$ cat src/rtl/pwm_pulser_pkg.sv
package pwm_pulser_pkg;

   // Default geometry: 33 code levels, 6-bit codes, two output streams.
   localparam int DEF_LEVELS  = 33;
   localparam int DEF_CODE_W  = 6;
   localparam int DEF_STREAMS = 2;

   // Number of fast cycles in one sample frame for a given level count.
   function automatic int frame_cycles(input int levels);
      return 2 * levels;
   endfunction

endpackage

$ cat src/rtl/pwm_frame_counter.sv
module pwm_frame_counter #(
   parameter int FRAME_LEN = 66,
   localparam int CNT_W    = $clog2(FRAME_LEN)
) (
   input  logic             clk_i,
   input  logic             rst_ni,
   output logic [CNT_W-1:0] slot_o,
   output logic             last_o
);

   localparam logic [CNT_W-1:0] LAST_SLOT = CNT_W'(FRAME_LEN - 1);

   logic [CNT_W-1:0] cnt_q;

   generate
      if (FRAME_LEN < 4) begin : g_bad_len
         $error("pwm_frame_counter: FRAME_LEN must be at least 4");
      end
   endgenerate

   always_ff @(posedge clk_i) begin
      if (!rst_ni) begin
         cnt_q <= '0;
      end else if (cnt_q == LAST_SLOT) begin
         cnt_q <= '0;
      end else begin
         cnt_q <= cnt_q + 1'b1;
      end
   end

   assign slot_o = cnt_q;
   assign last_o = (cnt_q == LAST_SLOT);

   // the count wraps to zero after the final slot of a frame
   p_frame_wrap_r1: assert property (@(posedge clk_i) disable iff (!rst_ni)
      (cnt_q == LAST_SLOT) |=> (cnt_q == '0));

   // inside a frame the count advances by exactly one per cycle
   p_frame_step_r1: assert property (@(posedge clk_i) disable iff (!rst_ni)
      (cnt_q != LAST_SLOT) |=> (cnt_q == $past(cnt_q) + 1'b1));

   // the count never leaves the frame range
   p_frame_range_r1: assert property (@(posedge clk_i) disable iff (!rst_ni)
      cnt_q <= LAST_SLOT);

endmodule

$ cat src/rtl/pwm_code_latch.sv
module pwm_code_latch #(
   parameter int CODE_W = 6,
   parameter int LEVELS = 33,
   localparam int MAX_CODE = LEVELS - 1,
   localparam int LVL_W    = $clog2(LEVELS)
) (
   input  logic              clk_i,
   input  logic              rst_ni,
   input  logic [CODE_W-1:0] code_i,
   input  logic              code_stb_i,
   input  logic              frame_last_i,
   output logic [LVL_W-1:0]  level_o
);

   logic [LVL_W-1:0] incoming;
   logic [LVL_W-1:0] pending_q;
   logic [LVL_W-1:0] active_q;

   generate
      if (LVL_W > CODE_W) begin : g_bad_width
         $error("pwm_code_latch: CODE_W too narrow for LEVELS");
      end
      if (LEVELS < 2) begin : g_bad_levels
         $error("pwm_code_latch: LEVELS must be at least 2");
      end
   endgenerate

   // Saturate out-of-range codes to the top level.
   always_comb begin
      if (code_i > CODE_W'(MAX_CODE)) begin
         incoming = LVL_W'(MAX_CODE);
      end else begin
         incoming = LVL_W'(code_i);
      end
   end

   always_ff @(posedge clk_i) begin
      if (!rst_ni) begin
         pending_q <= '0;
         active_q  <= '0;
      end else begin
         if (code_stb_i) begin
            pending_q <= incoming;
         end
         if (frame_last_i) begin
            active_q <= code_stb_i ? incoming : pending_q;
         end
      end
   end

   assign level_o = active_q;

   // the applied level only changes at a frame boundary
   p_level_hold_r3: assert property (@(posedge clk_i) disable iff (!rst_ni)
      !frame_last_i |=> $stable(active_q));

   // a strobe on the boundary cycle is applied in the next frame
   p_boundary_take_r3: assert property (@(posedge clk_i) disable iff (!rst_ni)
      (frame_last_i && code_stb_i) |=> (active_q == $past(incoming)));

   // the applied level never exceeds the top code
   p_level_sat_r4: assert property (@(posedge clk_i) disable iff (!rst_ni)
      active_q <= LVL_W'(MAX_CODE));

endmodule

$ cat src/rtl/pwm_pulse_shaper.sv
module pwm_pulse_shaper #(
   parameter int LEVELS      = 33,
   parameter int NUM_STREAMS = 2,
   localparam int FRAME_LEN  = 2 * LEVELS,
   localparam int CNT_W      = $clog2(FRAME_LEN),
   localparam int LVL_W      = $clog2(LEVELS),
   localparam int MID        = LEVELS
) (
   input  logic                   clk_i,
   input  logic                   rst_ni,
   input  logic [CNT_W-1:0]       slot_i,
   input  logic [LVL_W-1:0]       level_i,
   output logic [NUM_STREAMS-1:0] pwm_o
);

   logic [CNT_W:0] lo_bound;
   logic [CNT_W:0] hi_bound;
   logic [CNT_W:0] slot_ext;
   logic           pulse_on;

   generate
      if (NUM_STREAMS < 1) begin : g_bad_streams
         $error("pwm_pulse_shaper: NUM_STREAMS must be at least 1");
      end
   endgenerate

   // High window is [MID-level, MID+level), centred on the frame midpoint.
   always_comb begin
      slot_ext = {1'b0, slot_i};
      lo_bound = (CNT_W+1)'(MID) - (CNT_W+1)'(level_i);
      hi_bound = (CNT_W+1)'(MID) + (CNT_W+1)'(level_i);
      pulse_on = (slot_ext >= lo_bound) && (slot_ext < hi_bound);
   end

   // One retimed flop per unit cell keeps every stream's load separate.
   for (genvar g = 0; g < NUM_STREAMS; g++) begin : g_stream
      always_ff @(posedge clk_i) begin
         if (!rst_ni) begin
            pwm_o[g] <= 1'b0;
         end else begin
            pwm_o[g] <= pulse_on;
         end
      end
   end

   // the first and last slots of a frame are always low
   p_edge_slots_low_r2: assert property (@(posedge clk_i) disable iff (!rst_ni)
      (slot_i == '0 || slot_i == CNT_W'(FRAME_LEN - 1)) |=> (pwm_o == '0));

   // a nonzero level always covers the midpoint slot
   p_mid_high_r2: assert property (@(posedge clk_i) disable iff (!rst_ni)
      (slot_i == CNT_W'(MID) && level_i != '0) |=> (pwm_o == '1));

   // all streams agree
   p_streams_agree_r7: assert property (@(posedge clk_i) disable iff (!rst_ni)
      ($countones(pwm_o) == 0) || ($countones(pwm_o) == NUM_STREAMS));

endmodule

$ cat src/rtl/pwm_level_pulser.sv
module pwm_level_pulser #(
   parameter int LEVELS      = pwm_pulser_pkg::DEF_LEVELS,
   parameter int CODE_W      = pwm_pulser_pkg::DEF_CODE_W,
   parameter int NUM_STREAMS = pwm_pulser_pkg::DEF_STREAMS
) (
   input  logic                   clk_i,
   input  logic                   rst_ni,
   input  logic [CODE_W-1:0]      code_i,
   input  logic                   code_stb_i,
   output logic [NUM_STREAMS-1:0] pwm_o
);

   localparam int FRAME_LEN = pwm_pulser_pkg::frame_cycles(LEVELS);
   localparam int CNT_W     = $clog2(FRAME_LEN);
   localparam int LVL_W     = $clog2(LEVELS);

   logic [CNT_W-1:0] slot;
   logic             frame_last;
   logic [LVL_W-1:0] level;

   pwm_frame_counter #(
      .FRAME_LEN (FRAME_LEN)
   ) u_counter (
      .clk_i  (clk_i),
      .rst_ni (rst_ni),
      .slot_o (slot),
      .last_o (frame_last)
   );

   pwm_code_latch #(
      .CODE_W (CODE_W),
      .LEVELS (LEVELS)
   ) u_latch (
      .clk_i        (clk_i),
      .rst_ni       (rst_ni),
      .code_i       (code_i),
      .code_stb_i   (code_stb_i),
      .frame_last_i (frame_last),
      .level_o      (level)
   );

   pwm_pulse_shaper #(
      .LEVELS      (LEVELS),
      .NUM_STREAMS (NUM_STREAMS)
   ) u_shaper (
      .clk_i   (clk_i),
      .rst_ni  (rst_ni),
      .slot_i  (slot),
      .level_i (level),
      .pwm_o   (pwm_o)
   );

   // outputs are low in the cycle after reset is applied
   p_reset_low_r6: assert property (@(posedge clk_i)
      !rst_ni |=> (pwm_o == '0));

endmodule

$ cat config.mk
export PLATFORM = sky130hd
export DESIGN_NAME = pwm_level_pulser
export DESIGN_NICKNAME = d
export VERILOG_FILES = /design/src/rtl/pwm_pulser_pkg.sv /design/src/rtl/pwm_frame_counter.sv /design/src/rtl/pwm_code_latch.sv /design/src/rtl/pwm_pulse_shaper.sv /design/src/rtl/pwm_level_pulser.sv
export SDC_FILE = /design/constraint.sdc
export NUM_CORES = 1
export LEC_CHECK = 0
export ABC_AREA = 1
export ABC_CLOCK_PERIOD_IN_PS = 1550
export BUFFER_PORTS_ARGS = -buffer_cell sky130_fd_sc_hd__buf_2
export CAP_MARGIN = 20
export CORE_MARGIN = 4
export CORE_UTILIZATION = 31
export CTS_BUF_LIST = sky130_fd_sc_hd__clkbuf_16
export DETAILED_ROUTE_END_ITERATION = 7
export GPL_TIMING_DRIVEN = 0
export RECOVER_POWER = 50
export SYNTH_ARGS = -nofsm -noshare
export SYNTH_HDL_FRONTEND = slang
export SYNTH_HIERARCHICAL = 1
export SYNTH_SLANG_ARGS = --single-unit
export TNS_END_PERCENT = 100
$ cat constraint.sdc
create_clock -name clk_i -period 1.55 [get_ports clk_i]
set_input_delay 0.31 -clock clk_i [delete_from_list [all_inputs] [get_ports clk_i]]
set_output_delay 0.31 -clock clk_i [all_outputs]
set_load 0.005 [all_outputs]
==> out/results.tsv, run 1 <==
metric	value	unit
Distinct cells, synth	29	
largest net degree at the start of global routing	13	
clk slew on worst S/H paths	0.06	ns
Peak VDD IR	0.421	mV
RR Startpoint	u_latch/level_o[3]	
Clock Skews	0.00412	ns
dpl hpwl	1900	um
via count	1170	
violated checks	setup timing	
internal power	0.00108	W
Slowest-stage cell, CP	dfxtp_1	
Area Growth Syn to Fin	21.6	%
ANT cells	0	
H-tree levels	1	
CP Class	reg2reg	
Synth Instances	194	
Post-CTS Hold Fix Bufs	0	
pwr dens	788	nW/um2
# rows	24	
final setup margin	-0.0766	ns
slowest stage delay, CP	0.32	ns
die width	75.5	um
critical path launch point type	flip-flop	
Fin Hold WS	0.365	ns
Overall Global Routing Usage	10.9	%
vias per cell	4.45	
Post-Route WL	2600	um
final max-slew violation count	0	
initial antenna violation count	0	
core box area	4380	um2
RSZ-0062 raised after global routing	true	
min-delay src	rst_ni	
power share of the sequential group	39.6	%
Bufs on Longest Clock Path	2	
Post-Syn Area	1410	um2
Clock power frac	52.5	%
Starting Density	32.2	%
Worst Setup SP	u_latch/level_o[3]	
Least-Margin Pin Slew	0.359	ns
GP Congestion	0.805	
vias in the first global route	1152	
CP required	1.70	ns
DRC	0	
worst skew pair latency	0.26	ns
Comb pwr share	7.9	%
post-DR wirelength/cell	9.90	um
DR iter-0 viols	30	
1st-pass router iterations	4	
final setup violation count	1	
final net count	238	
synthesized flop and latch total	20	
max cap viols	0	
fin crit period	1.63	ns
Crit path buffers/inverters	2	
GRT Residual Overflow	0	
Mapped Nets	220	
final hold vios	0	
delay-heaviest family, CP	compound AO/OA/AOI/OAI gates	
layout cells sized above 1	22.3	%
hold path depth	3	
Seq/Total Area, Yosys	28.3	%
status	finished with violations	
Hold WC Path Type	in2reg	
fmax	0.615	GHz
Worst Setup End Kind	flip-flop	
input/output buffers	9	
Ys Warns	6	
height of the die	75.5	um
CTS tree	built	
Crit path depth	8	
CP Data Arrival Time	1.77	ns
die area	5710	um2
Pleak	0.820	nW
Final Cycle Share	105	%
Post-Syn Area per Cell	7.29	um2
R2R depth	8	
Overall Power	0.00135	W
switching power	0.000272	W
switching part of the total	20.1	%
first-pass GRT wire length	4780	um
root buf cell	clkbuf_16	
critical path cell sequence	buf_6 -> nor2_4 -> nand2_2 -> xor2_1 -> ha_1 -> a211o_1 -> inv_1 -> a21oi_2	
total CTS buffers	3	
Top-Level Pins	11	
relative slew slack	76.0	%
ANT nets after route	0	
Num Clock Sinks	20	
Max Fanout on Critical Path	7	
final timing paths:
path / slack [ns] / endpoint
worst min-delay path: 0.37 / u_latch/level_o[5]
worst max register to register: -0.08 / u_shaper/pwm_o[0]
worst max-delay path: -0.08 / u_shaper/pwm_o[0]
worst min register to register: 0.45 / u_counter/slot_o[0]
cells in the mapped netlist (all sizes together):
master	instances	area, um2
inv	42	158
nand4	1	6.26
o21a	1	7.51
nand3b	3	22.5
dfxtp	20	400
nand2	35	154
a41oi	1	8.76
ha	17	213
nand3	11	65.1
buf	4	35.0
xor2	5	43.8
clkbuf	1	13.8
o22ai	3	18.8
a211o	1	8.76
a21oi	8	55.1
xnor2	3	26.3
nor2	32	135
o21ai	3	15.0
o211ai	1	12.5
o31ai	1	7.51
o21bai	1	7.51
cells by family (layout without fill, tap and decap cells):
kind of cell | after synthesis | after routing | share of synthesized area [%]
AOI/OAI and AO/OA | 20 | 20 | 10.0
xor gates and xnor gates | 8 | 8 | 4.96
adders and majority gates | 17 | 17 | 15.0
buffers and inverters | 47 | 64 | 14.6
DFF | 20 | 20 | 28.3
and+or+nand+nor | 82 | 82 | 27.1
power by group through the flow:
stage               combinational [W]  clock, W  sequential (W)
floorplan                   0.0000788         0        0.000546
global placement             0.000105         0        0.000549
detailed placement           0.000107         0        0.000550
CTS                          0.000107  0.000732        0.000537
global route                 0.000125  0.000743        0.000539
finish                       0.000107  0.000712        0.000536
layout by cell type, fill, tap and decap left out, drive strengths merged, types with 3 or more instances in the layout:
master   n
inv     42
nand2   35
nor2    32
dfxtp   20
ha      17
buf     14
nand3   11
a21oi    8
clkbuf   7
xor2     5
nand3b   3
xnor2    3
o22ai    3
o21ai    3
worst register-to-register path, delay by kind of cell (launching register included):
kind                     cells  cell delay [ns]
XOR/XNOR                     1             0.14
AO/OA/AOI/OAI                2             0.35
AND/OR/NAND/NOR              2             0.20
buffers and inverters        2             0.21
adder cells (fa/ha/maj)      1             0.30
flip-flops                   1             0.32
metrics by stage:
step           cell area [um2]  util, %  cells  worst slack [ns]  setup TNS [ns]
6_report                  1720     39.2    263           -0.0766         -0.0766
5_1_grt                   1720     39.2    263            -0.215          -0.377
4_1_cts                   1720     39.2    263           -0.0609         -0.0609
3_5_place_dp              1530     34.9    255            -0.151          -0.151
3_3_place_gp              1530     34.9    255            -0.138          -0.138
2_1_floorplan             1420        -    194            0.0140               0
per-layer routing:
| layer | part of all wire (%) | GRT usage, % | vias to the layer above |
|---|---|---|---|
| li1 | - | - | 635 |
| met1 | 46 | 12.2 | 512 |
| met2 | 48 | 19.7 | 18 |
| met3 | 5.1 | 3.56 | 5 |
| met4 | 0.96 | 2.91 | 0 |
| met5 | 0 | 0 | - |
final cells by class:
| type | count | area [um2] |
|---|---|---|
| fillers | 459 | 2670 |
| plain buffers | 5 | 48.8 |
| clock buffers | 3 | 75.1 |
| repair buffers | 13 | 71.3 |
| multi-input cells | 127 | 857 |
| inverters | 42 | 160 |
| clock inverters | 1 | 30.0 |
| flip-flops and latches | 20 | 412 |
| well taps | 52 | 65.1 |
registers in the layout, indices dropped and copies added, names as in the netlist:
name               cells
u_counter/slot_o       7
u_latch/level_o        6
u_latch/pending_q      6
u_shaper/pwm_o         1
repair_timing:
| action | 4_1_cts | 5_1_grt |
|---|---|---|
| pin swaps | 10 | 3 |
| resized for setup | 12 | 5 |
| setup buffers | 4 | 0 |
| gates cloned | 0 | 0 |
| setup endpoints to repair | 1 | 6 |
No activity file was read; power rests on OpenSTA's default activity.
==> run 2, diff against run 1 <==
--- a/config.mk
+++ b/config.mk
@@ -11,7 +11,6 @@
 export CAP_MARGIN = 20
 export CORE_MARGIN = 4
 export CORE_UTILIZATION = 31
-export CTS_BUF_LIST = sky130_fd_sc_hd__clkbuf_16
 export DETAILED_ROUTE_END_ITERATION = 7
 export GPL_TIMING_DRIVEN = 0
 export RECOVER_POWER = 50
==> out/results.tsv, run 2 (synthesized netlist as in run 1, its figures left out) <==
metric	value	unit
RSZ-0062 raised after global routing	true	
commonest non-fill, non-tap cells in the layout	39 x inv_1, 29 x nand2_1, 28 x nor2_1, 14 x ha_1, 14 x dfxtp_1	
CP Class	reg2reg	
max FFs per register	7	
# fillers	457	
die area	5710	um2
final hold vios	0	
Top-Level Pins	11	
die width	75.5	um
DR iter-0 viols	31	
Fin Hold WS	0.353	ns
vias per cell	4.45	
vias in the first global route	1133	
Overall Global Routing Usage	10.6	%
violated checks	setup timing	
status	finished with violations	
most common cell after layout, fill and taps aside	inv_1	
Final Cycle Share	103	%
final max-slew violation count	0	
area of the multi-input gates	872	um2
Peak VDD IR	0.418	mV
ANT cells	0	
Slowest-stage cell, CP	dfxtp_4	
Overall Power	0.00116	W
final setup violation count	1	
root buf cell	clkbuf_8	
fin crit period	1.60	ns
core box area	4380	um2
GRT Residual Overflow	0	
DRC	0	
Bufs on Longest Clock Path	2	
relative slew slack	75.6	%
Hold WC Path Type	in2reg	
worst slack at placement	-0.151	ns
Worst Setup End Kind	flip-flop	
final net count	238	
largest net degree at the start of global routing	13	
input/output buffers	9	
CP required	1.71	ns
Starting Density	32.2	%
ANT nets after route	0	
H-tree levels	1	
slowest stage delay, CP	0.40	ns
Num Clock Sinks	20	
# rows	24	
Least-Margin Pin Slew	0.366	ns
critical path launch point type	flip-flop	
via count	1171	
final setup margin	-0.0488	ns
layout cells sized above 1	24.2	%
CP Data Arrival Time	1.75	ns
max cap viols	0	
GP Congestion	0.805	
initial antenna violation count	0	
dpl hpwl	1900	um
fmax	0.625	GHz
height of the die	75.5	um
Area Growth Syn to Fin	20.4	%
1st-pass router iterations	4	
clk slew on worst S/H paths	0.08	ns
Max Fanout on Critical Path	5	
Post-Route WL	2570	um
sequential standard cell area	415	um2
worst skew pair latency	0.26	ns
critical path cell sequence	inv_2 -> ha_4 -> nand2_1 -> xor2_1 -> ha_1 -> a211o_1 -> inv_1 -> a21oi_2	
total CTS buffers	3	
CTS tree	built	
Clock Skews	0.00557	ns
Pleak	0.812	nW
post-DR wirelength/cell	9.78	um
pwr dens	683	nW/um2
first-pass GRT wire length	4690	um
run 2: changes by cell type in the layout (fill, tap and decap cells not counted), sizes merged:
cell    before  now
buf         14   15
clkbuf       7    6
run 2: layout make-up:
cell class | count | share of cell area, %
clock buffers | 3 | 2.42
multi-input cells | 127 | 51.2
repair buffers | 13 | 4.26
plain buffers | 5 | 2.87
flip-flops and latches | 20 | 24.4
clock inverters | 1 | 1.76
inverters | 42 | 9.26
well taps | 52 | 3.82
run 2: worst paths after layout:
path	from	endpoint	slack, ns	depth (start not counted)
max reg2reg	u_latch/level_o[1]	u_shaper/pwm_o[0]	-0.05	8
min	rst_ni	u_latch/level_o[5]	0.35	3
min reg2reg	u_counter/slot_o[0]	u_counter/slot_o[0]	0.45	1
max	u_latch/level_o[1]	u_shaper/pwm_o[0]	-0.05	8
run 2: timing repair:
action,4_1_cts,5_1_grt
hold endpoints to repair,0,0
resized for setup,11,9
endpoints found under the setup margin,1,6
setup buffers,3,1
hold buffers,0,0
pin swaps,8,8
run 2: critical path, delay by kind of cell (launching register included):
family / cells / cell delay, ns
AO/OA/AOI/OAI: 2 / 0.31
XOR/XNOR: 1 / 0.16
adder cells (fa/ha/maj): 2 / 0.42
buffers and inverters: 2 / 0.13
flip-flops: 1 / 0.40
AND/OR/NAND/NOR: 1 / 0.07
run 2: routing by layer:
metal | part of all wire [%] | vias to the layer above | global-route usage [%] | routed length, um
li1 | - | 635 | - | -
met1 | 46 | 511 | 12.0 | 1180
met2 | 48 | 21 | 19.5 | 1220
met3 | 5.8 | 4 | 3.56 | 149
met4 | 0.66 | 0 | 1.94 | 17
met5 | 0 | - | 0 | 0
run 2: per-stage QoR:
step	setup TNS, ns	instances	utilization (%)	instance area (um2)
4_1_cts	-0.0603	262	38.2	1680
6_report	-0.0488	263	38.8	1700
3_3_place_gp	-0.138	255	34.9	1530
5_1_grt	-0.215	263	38.8	1700
3_5_place_dp	-0.151	255	34.9	1530
2_1_floorplan	0	194	-	1420
run 2: report_power, final:
group,leakage (nW),total (W),internal (W),switching (W)
sequential,0.166,0.000534,0.000523,0.0000118
clock,0.0357,0.000523,0.000345,0.000178
combinational,0.610,0.000106,0.0000456,0.0000604
total,0.812,0.00116,0.000913,0.000250
